File: src/rtl/vcs_pkg.sv
package vcs_pkg;
    // Ingress control states.
    typedef enum logic {
        ST_HUNT = 1'b0,   // waiting for a start-of-frame pixel with room to store it
        ST_FLOW = 1'b1    // storing every arriving pixel
    } ingress_state_t;

    // Layout of one FIFO entry: {data, sof, eol}.
    localparam int ENT_LAST_BIT = 0;
    localparam int ENT_USER_BIT = 1;
    localparam int ENT_DATA_LSB = 2;
endpackage

File: src/rtl/vcs_fifo.sv
module vcs_fifo #(
    parameter int ENTRY_W = 10,
    parameter int DEPTH   = 16
) (
    input  logic               clk,
    input  logic               rst,
    input  logic               wr_en,
    input  logic [ENTRY_W-1:0] wr_entry,
    input  logic               mark_last,
    input  logic               rd_en,
    output logic [ENTRY_W-1:0] rd_entry,
    output logic               empty,
    output logic               full
);
    import vcs_pkg::*;

    localparam int AW = (DEPTH > 1) ? $clog2(DEPTH) : 1;
    localparam int CW = AW + 1;
    localparam logic [AW-1:0] LAST_IDX = AW'(DEPTH - 1);
    localparam logic [CW-1:0] FULL_CNT = CW'(DEPTH);

    logic [ENTRY_W-1:0] mem [DEPTH];
    logic [AW-1:0]      wptr, rptr, youngest;
    logic [CW-1:0]      count;

    assign empty    = (count == '0);
    assign full     = (count == FULL_CNT);
    assign rd_entry = mem[rptr];
    assign youngest = (wptr == '0) ? LAST_IDX : wptr - 1'b1;

    always_ff @(posedge clk) begin
        if (wr_en) begin
            mem[wptr] <= wr_entry;
        end
        if (mark_last) begin
            mem[youngest][ENT_LAST_BIT] <= 1'b1;
        end
    end

    always_ff @(posedge clk) begin
        if (rst) begin
            wptr  <= '0;
            rptr  <= '0;
            count <= '0;
        end else begin
            if (wr_en) begin
                wptr <= (wptr == LAST_IDX) ? '0 : wptr + 1'b1;
            end
            if (rd_en) begin
                rptr <= (rptr == LAST_IDX) ? '0 : rptr + 1'b1;
            end
            unique case ({wr_en, rd_en})
                2'b10:   count <= count + 1'b1;
                2'b01:   count <= count - 1'b1;
                default: count <= count;
            endcase
        end
    end

    AST_NO_OVERFLOW: assert property (@(posedge clk) disable iff (rst)
        wr_en |-> !full) else $error("write into full FIFO");
    AST_NO_UNDERFLOW: assert property (@(posedge clk) disable iff (rst)
        rd_en |-> !empty) else $error("read from empty FIFO");
    AST_PATCH_ONLY_FULL: assert property (@(posedge clk) disable iff (rst)
        mark_last |-> (full && !wr_en)) else $error("close patch while not full");
    AST_COUNT_BOUND: assert property (@(posedge clk) disable iff (rst)
        count <= FULL_CNT) else $error("occupancy beyond depth");
endmodule

File: src/rtl/vcs_ingress.sv
module vcs_ingress #(
    parameter int DATA_W = 8
) (
    input  logic              clk,
    input  logic              rst,
    input  logic              pix_stb,
    input  logic [DATA_W-1:0] pix_data,
    input  logic              pix_sof,
    input  logic              pix_eol,
    input  logic              fifo_full,
    output logic              wr_en,
    output logic [DATA_W+1:0] wr_entry,
    output logic              mark_last,
    output logic              drop_evt
);
    import vcs_pkg::*;

    ingress_state_t state, state_nx;

    // State register.
    always_ff @(posedge clk) begin
        if (rst) begin
            state <= ST_HUNT;
        end else begin
            state <= state_nx;
        end
    end

    // Transitions: lock, abandon, skip, hold.
    always_comb begin
        state_nx = state;
        unique case (state)
            ST_HUNT: if (pix_stb && pix_sof && !fifo_full) state_nx = ST_FLOW;  // lock
            ST_FLOW: if (pix_stb && fifo_full)             state_nx = ST_HUNT;  // abandon
            default: state_nx = ST_HUNT;
        endcase
    end

    // Outputs.
    always_comb begin
        wr_en     = 1'b0;
        mark_last = 1'b0;
        drop_evt  = 1'b0;
        wr_entry  = {pix_data, pix_sof, pix_eol};
        unique case (state)
            ST_HUNT: begin
                if (pix_stb && pix_sof) begin
                    wr_en    = !fifo_full;
                    drop_evt = fifo_full;       // skip
                end
            end
            ST_FLOW: begin
                if (pix_stb) begin
                    wr_en     = !fifo_full;
                    mark_last = fifo_full;      // close stored part
                    drop_evt  = fifo_full;      // abandon
                end
            end
            default: ;
        endcase
    end

    AST_ABANDON_HUNTS: assert property (@(posedge clk) disable iff (rst)
        (state == ST_FLOW && pix_stb && fifo_full) |=> (state == ST_HUNT))
        else $error("no return to hunt after overflow");
    AST_LOCK_ON_SOF: assert property (@(posedge clk) disable iff (rst)
        (state == ST_FLOW && $past(state) == ST_HUNT) |-> $past(wr_en && pix_sof))
        else $error("flow entered without stored start-of-frame");
    AST_SKIP_STAYS: assert property (@(posedge clk) disable iff (rst)
        (state == ST_HUNT && pix_stb && pix_sof && fifo_full) |=> (state == ST_HUNT))
        else $error("locked onto a frame that could not be stored");
endmodule

File: src/rtl/vcs_drop_ctr.sv
module vcs_drop_ctr #(
    parameter int CNT_W = 16
) (
    input  logic             clk,
    input  logic             rst,
    input  logic             drop_evt,
    output logic [CNT_W-1:0] count,
    output logic             sticky
);
    localparam logic [CNT_W-1:0] CNT_MAX = {CNT_W{1'b1}};

    always_ff @(posedge clk) begin
        if (rst) begin
            count  <= '0;
            sticky <= 1'b0;
        end else if (drop_evt) begin
            sticky <= 1'b1;
            if (count != CNT_MAX) begin
                count <= count + 1'b1;
            end
        end
    end

    AST_CTR_STEP: assert property (@(posedge clk) disable iff (rst)
        (count != $past(count)) |-> (count == $past(count) + 1'b1))
        else $error("drop counter jumped");
    AST_CTR_SAT: assert property (@(posedge clk) disable iff (rst)
        ($past(count) == CNT_MAX) |-> (count == CNT_MAX))
        else $error("drop counter wrapped");
    AST_FLAG_STICKY: assert property (@(posedge clk) disable iff (rst)
        $past(sticky) |-> sticky) else $error("overflow flag fell");
endmodule

File: src/rtl/vid_capture_stream.sv
module vid_capture_stream #(
    parameter int DATA_W = 8,
    parameter int DEPTH  = 16,
    parameter int CNT_W  = 16
) (
    input  logic              clk,
    input  logic              rst,
    input  logic              pix_stb,
    input  logic [DATA_W-1:0] pix_data,
    input  logic              pix_sof,
    input  logic              pix_eol,
    output logic [DATA_W-1:0] m_tdata,
    output logic              m_tvalid,
    input  logic              m_tready,
    output logic              m_tuser,
    output logic              m_tlast,
    output logic [CNT_W-1:0]  frames_dropped,
    output logic              overflow
);
    import vcs_pkg::*;

    localparam int ENTRY_W = DATA_W + 2;

    logic               wr_en, mark_last, drop_evt, fifo_full, fifo_empty, pop;
    logic [ENTRY_W-1:0] wr_entry, rd_entry;

    vcs_ingress #(.DATA_W(DATA_W)) u_ingress (
        .clk       (clk),
        .rst       (rst),
        .pix_stb   (pix_stb),
        .pix_data  (pix_data),
        .pix_sof   (pix_sof),
        .pix_eol   (pix_eol),
        .fifo_full (fifo_full),
        .wr_en     (wr_en),
        .wr_entry  (wr_entry),
        .mark_last (mark_last),
        .drop_evt  (drop_evt)
    );

    vcs_fifo #(.ENTRY_W(ENTRY_W), .DEPTH(DEPTH)) u_fifo (
        .clk       (clk),
        .rst       (rst),
        .wr_en     (wr_en),
        .wr_entry  (wr_entry),
        .mark_last (mark_last),
        .rd_en     (pop),
        .rd_entry  (rd_entry),
        .empty     (fifo_empty),
        .full      (fifo_full)
    );

    vcs_drop_ctr #(.CNT_W(CNT_W)) u_drop_ctr (
        .clk      (clk),
        .rst      (rst),
        .drop_evt (drop_evt),
        .count    (frames_dropped),
        .sticky   (overflow)
    );

    assign m_tvalid = !fifo_empty;
    assign pop      = m_tvalid && m_tready;
    assign m_tdata  = rd_entry[ENTRY_W-1:ENT_DATA_LSB];
    assign m_tuser  = rd_entry[ENT_USER_BIT];
    assign m_tlast  = rd_entry[ENT_LAST_BIT];

    AST_HOLD_STABLE: assert property (@(posedge clk) disable iff (rst)
        (m_tvalid && !m_tready) |=> (m_tvalid && $stable({m_tdata, m_tuser, m_tlast})))
        else $error("stream beat changed under backpressure");

    initial begin
        AST_DEPTH_MIN: assert (DEPTH >= 2) else $error("DEPTH below two");
    end
endmodule

File: config.mk
export PLATFORM = sky130hd
export DESIGN_NAME = vid_capture_stream
export DESIGN_NICKNAME = d
export VERILOG_FILES = /design/src/rtl/vcs_pkg.sv /design/src/rtl/vcs_fifo.sv /design/src/rtl/vcs_ingress.sv /design/src/rtl/vcs_drop_ctr.sv /design/src/rtl/vid_capture_stream.sv
export SDC_FILE = /design/constraint.sdc
export NUM_CORES = 1
export LEC_CHECK = 0
export ABC_AREA = 1
export BUFFER_PORTS_ARGS = -buffer_cell sky130_fd_sc_hd__clkbuf_2
export CAP_MARGIN = 20
export CORE_UTILIZATION = 35
export CTS_BUF_LIST = sky130_fd_sc_hd__clkbuf_2
export CTS_CLUSTER_DIAMETER = 200
export CTS_CLUSTER_SIZE = 16
export DETAILED_ROUTE_END_ITERATION = 16
export SYNTH_ARGS = -nofsm -noshare
export SYNTH_HDL_FRONTEND = slang
export SYNTH_SLANG_ARGS = --single-unit
File: constraint.sdc
create_clock -name clk -period 3.1 [get_ports clk]
set_input_delay 0.155 -clock clk [delete_from_list [all_inputs] [get_ports clk]]
set_output_delay 0.155 -clock clk [all_outputs]
set_load 0.005 [all_outputs]
==> results of run 1 <==
==> cell usage after synthesis <==
library cell  number
buf_1              2
o21bai_1           1
clkinv_2           1
or2_2              2
nor3_1             4
edfxtp_1         160
buf_8              2
nand4_2            1
nor2_2             5
inv_1            115
ha_1               8
clkinv_1           1
nor2_8             1
inv_6              1
nand3_2            3
nor3_2             8
and2_1             1
inv_2              6
dfxtp_1           35
xnor2_1            9
nand4_1            2
nand2_4            6
nand3_1           81
a21oi_2            2
nor2_1            64
a211oi_1           1
clkbuf_1          22
a21oi_1           59
buf_2             15
nand2_2           12
nor2_4             5
a21boi_0           1
nand2_1          144
nand3b_1           1
o211ai_1          40
o21ai_0           51
xor2_1             6
==> stage by stage <==
stage / hold WS, ns / util, % / total power (µW) / cells / worst slack (ns)
floorplan: 0.255 / - / 4360 / 878 / 0.815
global placement: 0.419 / 38.2 / 4840 / 1238 / 0.920
finish: 0.364 / 39.6 / 5940 / 1285 / 0.396
CTS: 0.298 / 39.6 / 6000 / 1284 / 0.295
detailed placement: 0.421 / 38.2 / 4860 / 1238 / 0.881
global route: 0.292 / 39.6 / 6340 / 1285 / 0.0983
==> area by class of cell <==
cell class | count | area (µm²) | area share [%]
Antenna cell | 1 | 2.50 | 0.0252
Clock buffer | 17 | 85.1 | 0.856
Clock inverter | 15 | 124 | 1.25
Inverter | 124 | 472 | 4.74
Multi-Input combinational cell | 518 | 2740 | 27.6
Sequential cell | 195 | 5510 | 55.4
Tap cell | 330 | 413 | 4.15
Timing Repair Buffer | 85 | 596 | 5.99
==> state kept, by name, summed over array words and instances (netlist names), named ones only <==
signal / cells
u_drop_ctr.count: 16
u_fifo.mem: 160
u_fifo.rptr: 4
u_fifo.count: 5
u_drop_ctr.sticky: 1
u_fifo.wptr: 4
u_ingress.state: 1
==> worst max-delay path, stage by stage (launching register included) <==
cell and delay (ns):
dfxtp_2 0.79, buf_4 0.35, a21oi_1 0.06, o21ai_0 0.08
nand3_1 0.19, nand3_1 0.18, nand2_1 0.08, clkbuf_2 0.11
==> power by group through the flow <==
stage / clock network [µW] / registers, µW / logic [µW]
after global placement: 0 / 3170 / 1670
after detailed placement: 0 / 3180 / 1680
after CTS: 1180 / 3120 / 1700
final: 1140 / 3120 / 1680
after global routing: 1280 / 3150 / 1920
after floorplan: 0 / 3060 / 1310
==> layer usage <==
metal | track usage (%) | share of wire [%] | up-vias
met3 | 3.16 | 3.7 | 16
li1 | - | - | 3087
met1 | 21.4 | 49 | 2847
met2 | 23.7 | 45 | 102
met4 | 5.06 | 2.0 | 0
met5 | 0 | 0 | -
==> cell families (layout without fill, tap and decap cells) <==
group / Yosys count / after routing / synth area share, %
XOR/XNOR: 15 / 15 / 1.47
buffers and inverters: 165 / 241 / 7.48
AO/OA/AOI/OAI: 155 / 155 / 10.0
other: 0 / 1 / 0
adder cells (fa/ha/maj): 8 / 8 / 1.12
flip-flops: 195 / 195 / 61.8
AND/OR/NAND/NOR: 340 / 340 / 18.2
==> final timing paths <==
kind | startpoint | to | slack, ns | cells after the start
max reg2reg | u_fifo.count[4] | u_fifo.count[4] | 0.83 | 15
max | register | m_tdata[6] | 0.40 | 7
min | m_tready | register | 0.36 | 5
min reg2reg | u_drop_ctr.sticky | u_drop_ctr.sticky | 0.51 | 2
==> what timing repair did <==
item | in CTS | in global routing
hold buffers | 14 | 0
endpoints found under the hold margin | 189 | 0
endpoints found under the setup margin | 0 | 0
resized for setup | 0 | 0
==> impl_metrics.py, run 1 <==
metrics = {
    "power": {
        "power.switching_uw": 2120,
        "ir_drop_v": 0.000291,
        "seqPwrFrac_pct": 52.5,
        "combPwrFrac_pct": 28.3,
        "p_leak_uw": 0.00371,
        "intPower_uw": 3820,
        "clkPwrFrac_pct": 19.2,
        "power_density_nw_per_um2": 597,
        "sw_frac_of_total_pct": 35.7,
    },
    "timing": {
        "fin_tns_setup_ns": 0,
        "setup_viol": 0,
        "max_slew.worst_pin.slew_ns": 0.865,
        "clock.fmax_mhz": 370,
        "timing.final.max_slew_violations": 0,
        "rsz0062_at_grt": "no",
        "hold_viol_final": 0,
        "period_share_pct": 87.2,
        "period_needed_ns": 2.70,
        "clock_skew_ns": 0.0477,
        "slew_headroom_pct": 42.3,
    },
    "finish": {
        "nets": 963,
        "final_layout_size_suffix_gt1_share_pct": 16.5,
        "syn2layout_area_growth_pct": 11.6,
        "final_cell_mix": "edfxtp_1, nand2_1, inv_1, nand3_1, nor2_1",
        "final_common_cell": "edfxtp_1",
        "fin_area_um2": 9940,
        "fillers": 2492,
    },
    "global_routing": {
        "grt_max_degree": 79,
        "grt_pass1_vias": 5613,
        "grt_pass1_wl_um": 30700,
        "grtUsageTotal_pct": 15.3,
        "antenna_found_initial": 1,
        "grt_overflow_total": 0,
    },
    "synth": {
        "netlist_area_um2": 8910,
        "yosys_warnings": 0,
        "synth_top_cell_area_share_pct": 53.9,
        "synth.area.top_cells": "edfxtp_1, dfxtp_1, nand2_1",
        "ys_ff_latch": 195,
        "synth_top_cell_by_area": "edfxtp_1",
        "syn_inst": 878,
        "synth_cell_types": 37,
        "syn_area_per_cell_um2": 10.2,
        "synth_fp_nets": 900,
        "synth_seq_area_share_pct": 61.8,
    },
    "placed_design": {
        "io_buffers": 41,
        "place_area_um2": 9590,
        "gp_congestion": 0.816,
        "place_hpwl_um": 12400,
    },
    "drt": {
        "dr.pass1.iters": 5,
        "drcViolationCount": 0,
        "vias": 6052,
        "wirelength_um": 19200,
        "avgViaCountPerCell": 4.71,
        "wl_per_cell_um": 14.9,
        "antenna_left": 0,
        "drt_iter0_drc": 353,
    },
    "worst_setup_path": {
        "crit_fanout": 29,
        "worstPathArrival_ns": 2.55,
        "critPathCaptureType": "output port",
        "required_ns": 2.94,
        "start_kind": "register",
        "crit_type": "reg -> out",
    },
    "clocking": {
        "clock_path_buffers": 2,
        "root_buffer": "clkbuf_2",
        "cts_setup_buffers": 0,
        "clk_pin_slew_ns": 0.24,
        "cts_htree_levels": 4,
        "worstSkewPairLatency_ns": 0.75,
        "cts_sinks": 195,
        "tritoncts": "built",
        "cts_buffers": 17,
    },
    "floorplan": {
        "die_w_um": 162,
        "die_area_um2": 26100,
        "fp.dieH_um": 162,
        "ios": 42,
        "initial_core_util_pct": 35.5,
        "rows": 58,
        "core_area_um2": 25100,
    },
    "status": {
        "status": "complete, no violations",
    },
    "flow_run": {
        "cap_violations": 0,
    },
    "min_path": {
        "hold_class": "in -> reg",
    },
}
Note: power is estimated with default switching activity, not from simulation.
==> run 2, diff against run 1 <==
CELL_PAD_IN_SITES_DETAIL_PLACEMENT = 2   (was unset)
CELL_PAD_IN_SITES_GLOBAL_PLACEMENT = 2   (was unset)
PLACE_DENSITY_LB_ADDON = 0.08   (was unset)
REMOVE_ABC_BUFFERS = 1   (was unset)
==> run 2 against run 1 <==
Compared with the run above:
- sequential cell count did not move
- routed wire length increased by 34%
- total power rose by 7.5%
- sequential power barely moved
- die area stayed put
- worst hold slack worse by 0.036 ns
- first-iteration DRC count down 29%
- via count rose by 5.5%
- worst setup slack lost 0.041 ns
- non-clock buffer count shrank 6
- register-to-register slack got worse by 0.31 ns
- critical endpoint unchanged
==> impl_metrics.py, run 2 (synthesis results as in run 1) <==
metrics = {
    "status": {
        "status": "complete, no violations",
    },
    "floorplan": {
        "ios": 42,
        "die_w_um": 162,
        "initial_core_util_pct": 35.5,
        "core_area_um2": 25100,
        "fp.dieH_um": 162,
        "rows": 58,
        "die_area_um2": 26100,
    },
    "drt": {
        "avgViaCountPerCell": 5.00,
        "drcViolationCount": 0,
        "antenna_left": 0,
        "dr.pass1.iters": 4,
        "wl_per_cell_um": 20.1,
        "vias": 6384,
        "wirelength_um": 25700,
        "drt_iter0_drc": 252,
    },
    "placed_design": {
        "io_buffers": 41,
        "gp_congestion": 0.771,
        "place_hpwl_um": 17400,
        "preCtsSetupSlack_ns": 0.571,
    },
    "timing": {
        "hold_viol_final": 0,
        "period_share_pct": 88.5,
        "max_slew.worst_pin.slew_ns": 1.00,
        "timing.final.max_slew_violations": 0,
        "rsz0062_at_grt": "no",
        "setup_ws_ns": 0.355,
        "clock.fmax_mhz": 364,
        "setup_viol": 0,
        "hold_ws_ns": 0.328,
        "period_needed_ns": 2.74,
        "clock_skew_ns": 0.0565,
        "slew_headroom_pct": 33.0,
    },
    "finish": {
        "nets": 957,
        "largestRegisters": "u_fifo.mem: 160 flops, u_drop_ctr.count: 16 flops, u_fifo.count: 5 flops",
        "final_cell_mix": "edfxtp_1, nand2_1, inv_1, nand3_1, a21oi_1",
        "largest_reg_flops": 160,
        "regMostFlops": "u_fifo.mem",
        "final_common_cell": "edfxtp_1",
        "syn2layout_area_growth_pct": 12.1,
        "final_layout_size_suffix_gt1_share_pct": 16.6,
    },
    "worst_setup_path": {
        "worstPathArrival_ns": 2.59,
        "reg2regPathDepth": 9,
        "required_ns": 2.94,
        "crit_type": "reg -> out",
        "critPathCaptureType": "output port",
        "start_kind": "register",
        "crit_fanout": 30,
    },
    "global_routing": {
        "grt_pass1_wl_um": 39800,
        "grt_pass1_vias": 6954,
        "grtUsageTotal_pct": 20.5,
        "antenna_found_initial": 1,
        "grt_max_degree": 62,
        "grt_overflow_total": 0,
    },
    "power": {
        "power_density_nw_per_um2": 639,
        "ir_drop_v": 0.000281,
        "p_leak_uw": 0.00370,
    },
    "clocking": {
        "root_buffer": "clkbuf_2",
        "cts_sinks": 195,
        "cts_resized": 0,
        "clk_pin_slew_ns": 0.34,
        "worstSkewPairLatency_ns": 0.79,
        "clock_path_buffers": 2,
        "tritoncts": "built",
        "cts_buffers": 17,
        "cts_htree_levels": 4,
    },
    "min_path": {
        "min_path_cells": 3,
        "hold_class": "in -> reg",
    },
    "flow_run": {
        "cap_violations": 0,
    },
}
-- run 2: cell count changes in the layout (fill, tap and decap cells not counted) --
cell,change
buf_4,-7
nor2_1,-5
nor2_2,+5
clkinv_2,-3
bufinv_16,+2
clkinv_1,-2
buf_12,+1
clkinv_8,+1
inv_6,+1
-- run 2: final cells by class --
| cell class | count | area, µm² |
|---|---|---|
| Clock inverter | 14 | 186 |
| Antenna cell | 1 | 2.50 |
| Timing Repair Buffer | 79 | 563 |
| Sequential cell | 195 | 5510 |
| Fill cell | 2757 | 15100 |
| Multi-Input combinational cell | 518 | 2760 |
| Clock buffer | 17 | 85.1 |
| Tap cell | 330 | 413 |
| Inverter | 124 | 472 |
-- run 2: where the power goes --
part	internal, µW	total, µW	switching (µW)
Clock	413	1410	994
Combinational	653	1860	1200
Sequential	2950	3120	176
-- run 2: timing repair --
item	CTS	global route
setup endpoints to repair	0	8
hold buffers	14	0
hold endpoints to repair	188	0
buffers inserted	0	1
-- run 2: final timing paths --
| check | start | endpoint | slack, ns |
|---|---|---|---|
| worst min register to register | u_drop_ctr.sticky | u_drop_ctr.sticky | 0.52 |
| worst min-delay path | rst | u_drop_ctr.count[13] | 0.33 |
| worst max-delay path | register | m_tdata[6] | 0.36 |
| worst max register to register | u_fifo.wptr[0] | u_fifo.mem[7][4] | 0.52 |
-- run 2: worst max-delay path, stage by stage, from the launching register on --
cell and delay, ns:
dfxtp_4 0.69, buf_4 0.37, nand2_1 0.09, o211ai_1 0.13
nand3_1 0.15, nand3_1 0.18, nand2_1 0.10, clkbuf_2 0.12
-- run 2: per-layer routing --
| layer | global-route usage (%) | vias up | wire, µm |
|---|---|---|---|
| met5 | 0 | - | 0 |
| met4 | 5.83 | 0 | 382 |
| met3 | 2.98 | 17 | 630 |
| met2 | 36.3 | 90 | 13200 |
| met1 | 25.8 | 3195 | 11500 |
| li1 | - | 3082 | - |
-- run 2: per-stage QoR --
step                      cells  total power (µW)  util, %  setup TNS [ns]  area [µm²]
final                      1278              6390     39.8               0        9990
after global placement     1231              4910     38.0               0        9550
after floorplan             837              4310        -           -3.19        8720
after global routing       1278              6770     39.8               0        9990
after CTS                  1276              6440     39.7               0        9960
after detailed placement   1231              5020     38.0               0        9550
==> run 3, diff against run 2 <==
CORE_ASPECT_RATIO = 0.8   (was unset)
RECOVER_POWER = 25   (was unset)
==> run 3 against run 2 <==
Compared with the run above:
- worst setup slack worse by 0.14 ns
- register-to-register slack worse by 0.16 ns
- highest routed layer unchanged
- die area is essentially flat
- non-clock buffer count is 2 higher
- fmax shrank 4.9%
- critical path type unchanged
- critical endpoint is now m_tdata[3]
==> impl_metrics.py, run 3 (synthesis results as in run 1) <==
metrics = {
    "status": {
        "status": "complete, no violations",
    },
    "worst_setup_path": {
        "start_kind": "register",
        "r2r-start": "u_fifo.count[0]",
        "required_ns": 2.94,
        "crit_chain": "buf_4, clkinvlp_4, nand3_1, nand3_1, nand2_1, clkbuf_2",
        "ff2ff_setup_slack_ns": 0.36,
        "cpLargestDelayFamily": "buffers and inverters",
        "worst-path-buf-inv": 3,
        "cpMostUsedCell": "nand3_1",
        "slowest_delay_ns": 0.40,
        "reg2reg_to": "u_fifo.mem[2][8]",
        "reg2regPathDepth": 7,
        "crit_type": "reg -> out",
        "critPathSlowestCell": "clkinvlp_4",
        "worstPathArrival_ns": 2.73,
        "crit_fanout": 22,
        "critPathCaptureType": "output port",
    },
    "drt": {
        "antenna_left": 0,
        "wl_per_cell_um": 21.3,
        "vias": 6517,
        "drcViolationCount": 0,
        "dr.pass1.iters": 4,
        "avgViaCountPerCell": 5.13,
        "wirelength_um": 27100,
        "drt_iter0_drc": 351,
    },
    "power": {
        "ir_drop_v": 0.000264,
        "clkPwrFrac_pct": 19.9,
        "combPwrFrac_pct": 31.5,
        "intPower_uw": 3840,
        "total_power_uw": 6410,
        "power.switching_uw": 2570,
        "power_density_nw_per_um2": 647,
        "seqPwrFrac_pct": 48.5,
        "sw_frac_of_total_pct": 40.1,
        "p_leak_uw": 0.00365,
    },
    "finish": {
        "finalNonFillerCells": 1271,
        "final_cell_mix": "edfxtp_1, nand2_1, inv_1, nand3_1, nor2_1",
        "syn2layout_area_growth_pct": 11.2,
        "fillers": 2670,
        "final_layout_size_suffix_gt1_share_pct": 15.6,
        "nets": 960,
        "final_common_cell": "edfxtp_1",
        "regMostFlops": "u_fifo.mem",
        "largest_reg_flops": 160,
        "largestRegisters": "u_fifo.mem: 160 flops, u_drop_ctr.count: 16 flops, u_fifo.count: 5 flops",
    },
    "clocking": {
        "tritoncts": "built",
        "worstSkewPairLatency_ns": 0.80,
        "root_buffer": "clkbuf_2",
        "cts_buffers": 17,
        "cts_htree_levels": 4,
        "cts_sinks": 195,
        "clk_pin_slew_ns": 0.31,
        "clock_path_buffers": 2,
    },
    "timing": {
        "clock.fmax_mhz": 346,
        "max_slew.worst_pin.slew_ns": 1.11,
        "rsz0062_at_grt": "no",
        "slew_headroom_pct": 26.2,
        "setup_viol": 0,
        "clock_skew_ns": 0.0425,
        "period_share_pct": 93.1,
        "hold_viol_final": 0,
        "period_needed_ns": 2.89,
        "hold_ws_ns": 0.262,
        "timing.final.max_slew_violations": 0,
    },
    "min_path": {
        "min_path_cells": 5,
        "hold_class": "in -> reg",
        "min_from": "m_tready",
    },
    "placed_design": {
        "gp_congestion": 0.781,
        "io_buffers": 41,
        "place_hpwl_um": 18300,
        "placed_cells": 1221,
    },
    "global_routing": {
        "grt_pass1_wl_um": 41600,
        "grt_max_degree": 82,
        "grt_overflow_total": 0,
        "grtUsageTotal_pct": 21.5,
        "antenna_found_initial": 2,
        "grt_pass1_vias": 7060,
    },
    "floorplan": {
        "ios": 42,
        "initial_core_util_pct": 36.1,
        "rows": 51,
        "core_area_um2": 24700,
        "die_area_um2": 26100,
        "fp.dieH_um": 145,
        "die_w_um": 180,
    },
    "flow_run": {
        "cap_violations": 0,
    },
}
## run 3: cell type report
type	count	area, µm²	area share (%)
Multi-Input combinational cell	518	2730	27.6
Tap cell	318	398	4.02
Timing Repair inverter	1	7.51	0.0758
Sequential cell	195	5510	55.6
Clock buffer	18	90.1	0.909
Timing Repair Buffer	81	549	5.54
Clock inverter	14	140	1.41
Antenna cell	2	5.00	0.0505
Inverter	124	475	4.80
## run 3: stage by stage
stage	TNS, ns	area (µm²)	utilization [%]	setup slack, ns
global placement	0	9550	38.7	0.706
global route	0	9910	40.1	0.0409
floorplan	-3.19	8720	-	-0.323
detailed placement	0	9550	38.7	0.508
CTS	0	9930	40.2	0.0661
finish	0	9910	40.1	0.213
## run 3: worst max-delay path by stage
stage / endpoint / slack [ns] / cells past startpoint
4_1_cts: m_tdata[0] / 0.07 / 7
3_3_place_gp: u_fifo.mem[3][3] / 0.71 / 7
5_1_grt: m_tdata[5] / 0.04 / 7
2_1_floorplan: m_tdata[3] / -0.32 / 4
3_5_place_dp: u_fifo.mem[2][3] / 0.51 / 7
6_report: m_tdata[3] / 0.21 / 6
## run 3: worst reg2reg max path: stages, from the launching register on
cell	delay (ns)
dfxtp_1	0.42
nor2_1	0.30
nand3_1	0.21
nor2_4	0.42
nand3_2	0.17
nand2_4	0.18
nand2_2	0.13
nor3_2	0.64
## run 3: power by group through the flow
stage / clock network, µW / logic [µW] / registers (µW)
after floorplan: 0 / 1030 / 3280
after global placement: 0 / 1890 / 3180
after detailed placement: 0 / 1980 / 3190
after CTS: 1330 / 2010 / 3140
after global routing: 1420 / 2240 / 3130
final: 1280 / 2020 / 3110
## run 3: routing by layer
layer  GRT usage, %  vias to the layer above  share of wire (%)
li1               -                     3084                  -
met1           29.8                     3325                 49
met2           35.4                       89                 46
met3           3.50                       19                3.0
met4           5.49                        0                1.2
met5              0                        -                  0
## run 3: what timing repair did
action | in CTS | in global routing
setup endpoints to repair | 6 | 10
hold buffers | 14 | 0
setup buffers | 0 | 1
hold endpoints to repair | 188 | 0
resized for setup | 2 | 1
gates cloned | 1 | 0
